File: src/rtl/dr_pkg.sv
// Package: shared dual-rail types, token constants and the operation code.
// Assumes a rail pair is packed {f, t}; valid when exactly one rail is high.
package dr_pkg;

    typedef struct packed {
        logic f;
        logic t;
    } rail_t;

    typedef enum logic [1:0] {
        OP_AND = 2'd0,
        OP_OR  = 2'd1,
        OP_XOR = 2'd2,
        OP_NOT = 2'd3
    } dr_op_e;

    localparam rail_t RAIL_ZERO = '{f: 1'b1, t: 1'b0};
    localparam rail_t RAIL_ONE  = '{f: 1'b0, t: 1'b1};
    localparam rail_t SPACER_LO = '{f: 1'b0, t: 1'b0};
    localparam rail_t SPACER_HI = '{f: 1'b1, t: 1'b1};

    // A pair carries a value only when its rails disagree.
    function automatic logic is_valid(rail_t r);
        return r.f ^ r.t;
    endfunction

    // Encode a Boolean value as a valid rail pair.
    function automatic rail_t encode(logic v);
        return v ? RAIL_ONE : RAIL_ZERO;
    endfunction

endpackage

File: src/rtl/dr_fault_force.sv
// Module: per-pair fault override. When the enable is high the forced pair
// replaces the incoming pair; otherwise the pair passes unchanged.
// Assumes a purely combinational path, with no storage.
module dr_fault_force
    import dr_pkg::*;
(
    input  rail_t d_in,
    input  logic  en,
    input  rail_t force_val,
    output rail_t d_out
);

    // Select forced or functional pair.
    always_comb begin
        d_out = en ? force_val : d_in;
    end

endmodule

File: src/rtl/dr_gate_cell.sv
// Module: one dual-rail gate lane. EARLY_EVAL picks the variant. With 0, any
// spacer operand gives a spacer out. With 1, the plain rail equations
// let one operand decide the result.
// Assumes NOT reads operand A only.
module dr_gate_cell
    import dr_pkg::*;
#(
    parameter bit EARLY_EVAL = 1'b0
) (
    input  dr_op_e op,
    input  rail_t  a,
    input  rail_t  b,
    output rail_t  y
);

    generate
        if (EARLY_EVAL) begin : g_early
            // Plain rail equations; no completeness test on operands.
            always_comb begin
                unique case (op)
                    OP_AND:  y = '{f: a.f | b.f, t: a.t & b.t};
                    OP_OR:   y = '{f: a.f & b.f, t: a.t | b.t};
                    OP_XOR:  y = '{f: (a.f & b.f) | (a.t & b.t),
                                   t: (a.t & b.f) | (a.f & b.t)};
                    default: y = '{f: a.t, t: a.f};
                endcase
            end
        end else begin : g_complete
            logic a_ok;
            logic b_ok;
            logic bool_res;
            rail_t spacer_out;

            // Operand validity flags.
            always_comb begin
                a_ok = is_valid(a);
                b_ok = is_valid(b);
            end

            // Boolean result on the true rails, meaningful only when both are valid.
            always_comb begin
                unique case (op)
                    OP_AND:  bool_res = a.t & b.t;
                    OP_OR:   bool_res = a.t | b.t;
                    default: bool_res = a.t ^ b.t;
                endcase
            end

            // Pick the spacer to emit: the lone spacer, a shared one, else low.
            always_comb begin
                if (!a_ok && b_ok)
                    spacer_out = a;
                else if (a_ok && !b_ok)
                    spacer_out = b;
                else if (a == b)
                    spacer_out = a;
                else
                    spacer_out = SPACER_LO;
            end

            // Output mux: NOT swaps rails, others need both operands valid.
            always_comb begin
                if (op == OP_NOT)
                    y = '{f: a.t, t: a.f};
                else if (a_ok && b_ok)
                    y = encode(bool_res);
                else
                    y = spacer_out;
            end

            // Lane-level checks on the completeness rule.
            always_comb begin
                if (op != OP_NOT && !(is_valid(a) && is_valid(b)))
                    AST_SPACER_IN_SPACER_OUT: assert (!is_valid(y)) else $error("spacer in gave valid out");
                if (op != OP_NOT && a == SPACER_LO && b == SPACER_HI)
                    AST_MIXED_NEVER_VALID: assert (!is_valid(y)) else $error("mixed spacers gave valid out");
                if (op != OP_NOT && !is_valid(a) && is_valid(b))
                    AST_LONE_SPACER_KEPT: assert (y == a) else $error("lone spacer not kept");
                if (op != OP_NOT && is_valid(a) && is_valid(b))
                    AST_VALID_IN_VALID_OUT: assert (is_valid(y)) else $error("valid in gave spacer");
                if (op == OP_NOT)
                    AST_NOT_KEEPS_CLASS: assert (is_valid(y) == is_valid(a)) else $error("NOT changed class");
            end
        end
    endgenerate

endmodule

File: src/rtl/dr_gate_vec.sv
// Module: WIDTH lanes, each a fault override on both operands feeding one
// gate cell. All lanes share the operation select.
// Assumes the override pairs are already packed per lane.
module dr_gate_vec
    import dr_pkg::*;
#(
    parameter int WIDTH      = 8,
    parameter bit EARLY_EVAL = 1'b0
) (
    input  dr_op_e            op,
    input  rail_t [WIDTH-1:0] a_in,
    input  rail_t [WIDTH-1:0] b_in,
    input  logic  [WIDTH-1:0] a_en,
    input  rail_t [WIDTH-1:0] a_frc,
    input  logic  [WIDTH-1:0] b_en,
    input  rail_t [WIDTH-1:0] b_frc,
    output rail_t [WIDTH-1:0] y_out
);

    genvar i;
    generate
        for (i = 0; i < WIDTH; i++) begin : g_lane
            rail_t a_eff;
            rail_t b_eff;

            dr_fault_force u_force_a (
                .d_in     (a_in[i]),
                .en       (a_en[i]),
                .force_val(a_frc[i]),
                .d_out    (a_eff)
            );

            dr_fault_force u_force_b (
                .d_in     (b_in[i]),
                .en       (b_en[i]),
                .force_val(b_frc[i]),
                .d_out    (b_eff)
            );

            dr_gate_cell #(
                .EARLY_EVAL(EARLY_EVAL)
            ) u_cell (
                .op(op),
                .a (a_eff),
                .b (b_eff),
                .y (y_out[i])
            );

            // A forced spacer must reach the lane output as a spacer.
            always_comb begin
                if (!EARLY_EVAL && op != OP_NOT &&
                    ((a_en[i] && !is_valid(a_frc[i])) || (b_en[i] && !is_valid(b_frc[i]))))
                    AST_FORCED_SPACER_SEEN: assert (!is_valid(y_out[i])) else $error("forced spacer lost");
            end
        end
    endgenerate

endmodule

File: src/rtl/dr_gate_array.sv
// Module: top of the dual-rail gate bank. Splits flat rail vectors into
// packed pairs, runs the lane vector and flattens the result.
// Assumes op_sel is stable while operands are being evaluated.
module dr_gate_array
    import dr_pkg::*;
#(
    parameter int WIDTH      = 8,
    parameter bit EARLY_EVAL = 1'b0
) (
    input  logic [1:0]       op_sel,
    input  logic [WIDTH-1:0] a_f,
    input  logic [WIDTH-1:0] a_t,
    input  logic [WIDTH-1:0] b_f,
    input  logic [WIDTH-1:0] b_t,
    input  logic [WIDTH-1:0] flt_a_en,
    input  logic [WIDTH-1:0] flt_a_f,
    input  logic [WIDTH-1:0] flt_a_t,
    input  logic [WIDTH-1:0] flt_b_en,
    input  logic [WIDTH-1:0] flt_b_f,
    input  logic [WIDTH-1:0] flt_b_t,
    output logic [WIDTH-1:0] y_f,
    output logic [WIDTH-1:0] y_t
);

    dr_op_e            op;
    rail_t [WIDTH-1:0] a_pair;
    rail_t [WIDTH-1:0] b_pair;
    rail_t [WIDTH-1:0] fa_pair;
    rail_t [WIDTH-1:0] fb_pair;
    rail_t [WIDTH-1:0] y_pair;

    // Decode the operation select.
    always_comb begin
        op = dr_op_e'(op_sel);
    end

    // Pack flat rails into per-lane pairs and unpack the result.
    always_comb begin
        for (int k = 0; k < WIDTH; k++) begin
            a_pair[k]  = '{f: a_f[k],     t: a_t[k]};
            b_pair[k]  = '{f: b_f[k],     t: b_t[k]};
            fa_pair[k] = '{f: flt_a_f[k], t: flt_a_t[k]};
            fb_pair[k] = '{f: flt_b_f[k], t: flt_b_t[k]};
            y_f[k]     = y_pair[k].f;
            y_t[k]     = y_pair[k].t;
        end
    end

    dr_gate_vec #(
        .WIDTH     (WIDTH),
        .EARLY_EVAL(EARLY_EVAL)
    ) u_vec (
        .op   (op),
        .a_in (a_pair),
        .b_in (b_pair),
        .a_en (flt_a_en),
        .a_frc(fa_pair),
        .b_en (flt_b_en),
        .b_frc(fb_pair),
        .y_out(y_pair)
    );

endmodule

File: config.mk
export PLATFORM = sky130hd
export DESIGN_NAME = dr_gate_array
export DESIGN_NICKNAME = d
export VERILOG_FILES = /design/src/rtl/dr_pkg.sv /design/src/rtl/dr_fault_force.sv /design/src/rtl/dr_gate_cell.sv /design/src/rtl/dr_gate_vec.sv /design/src/rtl/dr_gate_array.sv
export SDC_FILE = /design/constraint.sdc
export NUM_CORES = 1
export LEC_CHECK = 0
export BUFFER_PORTS_ARGS = -buffer_cell sky130_fd_sc_hd__buf_2
export CORE_MARGIN = 4
export CORE_UTILIZATION = 40
export DETAILED_ROUTE_END_ITERATION = 12
export PLACE_DENSITY = 0.75
export SLEW_MARGIN = 15
export SYNTH_ARGS = -nofsm -noshare
export SYNTH_HDL_FRONTEND = slang
export SYNTH_SLANG_ARGS = --single-unit
File: constraint.sdc
create_clock -name vclk -period 2.9
set_clock_uncertainty 0.05 [all_clocks]
set_input_delay 0.435 -clock vclk [all_inputs]
set_output_delay 0.435 -clock vclk [all_outputs]
set_load 0.05 [all_outputs]
==> out/results.txt <==
Clock buffer instance count of the final layout: 0
Overflow left after global routing: 0
Rows: 23
Slew @ Worst Pin: 0.536 ns
Cell with the biggest individual delay on the critical path: sky130_fd_sc_hd__maj3_1
Final period util: 96.8%
Most common cell after layout, fill and taps aside: sky130_fd_sc_hd__buf_2
Maximum number of pins on one net before global-route repair: 19
Height of the die: 72.2 µm
Type of origin of the critical path: input port
Unrepaired setup endpoints after global routing: no
Portion of the post-synthesis area used by sequential elements: 0%
Final Critical Period: 2.81 ns
Number of maximum-capacitance constraint violations: 0
Weighted congestion at the end of routability-driven global placement: 0.853
Adder and majority cell fraction of the synthesized area: 13.4%
Global-route wire length before repair: 7220 µm
Number of antenna violations at the first check in global routing: 0
Hold buffers post-CTS: 0
Number of buffers added for setup after CTS: 0
Number of antenna diodes: 0
CORE AREA: 4000 µm²
Detailed-route DRC error count: 0
Final wirelength: 4350 µm
Via total after detailed routing: 2,044
Number of warnings issued by yosys: 0
Width of the die: 72.2 µm
Data required time at the worst endpoint: 2.41 ns
Overall track demand over capacity in global routing: 15.6%
Net count after synthesis: 332
Worst path setup slack after routing: 0.0932 ns
Category of the critical setup timing path: input port to output port
Area fraction in compound gates after synthesis: 27.7%
Initial core utilization: 41.2%
Design Area, Final: 2240 µm²
Dominant combinational cell family by area after synthesis: compound AO/OA/AOI/OAI gates
Average wire per standard cell: 11.3 µm
Largest fanout on the critical path: 2
Pwr dens: 250 nW/µm²
Vias in the first global route: 1,823
CP arrival: 2.32 ns
Peak supply drop: 0.000116 V
Slew Limit Fails: 0
Post-Synthesis Cells: 234
Syn-to-layout area delta: 36.2%
Count of input and output buffers: 98
Final hold slack: 1.39 ns
Number of nets with antenna violations after routing: 0
Fraction of the mapped netlist area in simple logic gates: 22.4%
Initial DRT Pass Iterations: 4
Path type of the worst min-delay path: input port to output port
Power after layout: 0.562 mW
Detailed-route vias per instance: 5.32
Reported leakage power: 1.16 nW
Commonest cells after routing, fill and taps aside: 97 x sky130_fd_sc_hd__buf_2, 23 x sky130_fd_sc_hd__nor2_1, 21 x sky130_fd_sc_hd__mux2i_1, 19 x sky130_fd_sc_hd__nand2_1, 18 x sky130_fd_sc_hd__inv_1
XOR/XNOR share of the synthesized area: 6.91%
Top Family by Delay on Critical Path: compound AO/OA/AOI/OAI gates
Avg Synthesized Cell Area: 7.04 µm²
Endpoint type of the worst setup path: output port
Iteration-0 DRC count of the detailed router: 100
Area of the mapped netlist: 1650 µm²
Count of nets after finishing: 434
Relative slew slack: 63.2%
Ordered list of cells on the worst path: buf_2 > nor2b_1 > a21oi_1 > inv_1 > ha_1 > nor2b_1 > a211o_1 > and3b_1 > maj3_1 > o22ai_4 > buf_6
Top achievable clock speed: 356 MHz
Worst slack at placement: -0.00714 ns
Number of different library cells in the post-synthesis netlist: 45
Multiplexer fraction of the synthesized cell area: 22.1%
Total count of hold-check failures in the final report: 0
Flip-flop and latch area: 0 µm²
Fraction of layout instances using a drive strength above 1: 37.7%
Most frequent cell on the critical path: sky130_fd_sc_hd__nor2b_1
Sequential cell count of the final layout: 0
Setup violations, final: 0
Num ports: 98
Biggest cell delay along the critical path: 0.39 ns
Area post-placement: 2230 µm²
Half-perimeter wire length of the detailed placement result: 3690 µm
Die area: 5210 µm²
Number of buffer and inverter instances along the worst setup path: 3
Status: completed
==> stage by stage <==
step / setup TNS [ns] / instances / utilization (%)
after floorplan: -0.00965 / 234 / -
after global placement: 0 / 384 / 55.8
after detailed placement: -0.00714 / 384 / 55.8
after CTS: 0 / 384 / 55.9
after global routing: 0 / 384 / 56.1
final: 0 / 384 / 56.1
==> path summary, 6_finish.rpt <==
check | to | slack [ns] | startpoint | cells after the start
setup / recovery | y_f[4] | 0.09 | b_t[4] | 11
hold / removal | y_t[6] | 1.39 | flt_a_f[6] | 4
==> layer usage <==
metal	GRT usage, %	share of wire, %	up-vias
li1	-	-	1062
met1	20.3	44	914
met2	29.8	50	68
met3	0.139	6.5	0
met4	0.626	0	0
met5	0	0	-
==> power by group <==
part           internal, mW  switching, mW
logic                 0.212          0.349
clock network             0              0
registers                 0              0
==> synth_stat cells, types with 2 or more instances <==
cell                        instances  area share (%)
sky130_fd_sc_hd__ha_1              16              12
sky130_fd_sc_hd__nand2_1           19             4.3
sky130_fd_sc_hd__o21ai_0           15             4.6
sky130_fd_sc_hd__mux2i_1           21              13
sky130_fd_sc_hd__nor3_1             9             2.7
sky130_fd_sc_hd__a21oi_1           11             3.3
sky130_fd_sc_hd__inv_1             18             4.1
sky130_fd_sc_hd__a221oi_1           3             1.6
sky130_fd_sc_hd__nor2b_1            7             2.7
sky130_fd_sc_hd__and2_1             4             1.5
sky130_fd_sc_hd__nand2b_1           2            0.76
sky130_fd_sc_hd__nor2_1            23             5.2
sky130_fd_sc_hd__xnor2_1           12             6.4
sky130_fd_sc_hd__mux2i_2            3             2.5
sky130_fd_sc_hd__clkbuf_8           2             1.7
sky130_fd_sc_hd__nand4_1            3             1.1
sky130_fd_sc_hd__a211o_1            3             1.6
sky130_fd_sc_hd__mux2_2            10             6.8
sky130_fd_sc_hd__a31oi_1            2            0.76
sky130_fd_sc_hd__maj3_1             2             1.2
sky130_fd_sc_hd__o21a_1             3             1.4
sky130_fd_sc_hd__o31ai_1            4             1.8
sky130_fd_sc_hd__a2111oi_0          3             1.6
sky130_fd_sc_hd__o211ai_1           3             1.4
sky130_fd_sc_hd__o22ai_1            3             1.1
sky130_fd_sc_hd__a32oi_1            2             1.1
sky130_fd_sc_hd__a211oi_1           4             1.8
sky130_fd_sc_hd__buf_2              5             1.5
sky130_fd_sc_hd__o221ai_1           3             1.6
sky130_fd_sc_hd__nand3_1            4             1.2
==> kinds of logic after synthesis <==
group | after synthesis
compound gates | 66
xor+xnor | 13
fa+ha+maj | 18
buf+inv | 26
mux | 34
simple gates | 77
==> tightest hold or removal path: stages <==
cell                      delay (ns)
sky130_fd_sc_hd__buf_2          0.10
sky130_fd_sc_hd__a21oi_1        0.17
sky130_fd_sc_hd__a32oi_1        0.08
sky130_fd_sc_hd__buf_2          0.21
==> timing repair <==
item / in CTS / in global routing
endpoints found under the hold margin: 0 / 0
setup endpoints to repair: 1 / 2
resized for setup: 1 / 2
==> area by class of cell <==
cell class         count  area (µm²)
multi-input cells    208        1540
well taps             50        62.6
inverters             18        67.6
repair buffers       108         572
fillers              387        1760
No activity file was read; power rests on OpenSTA's default activity.
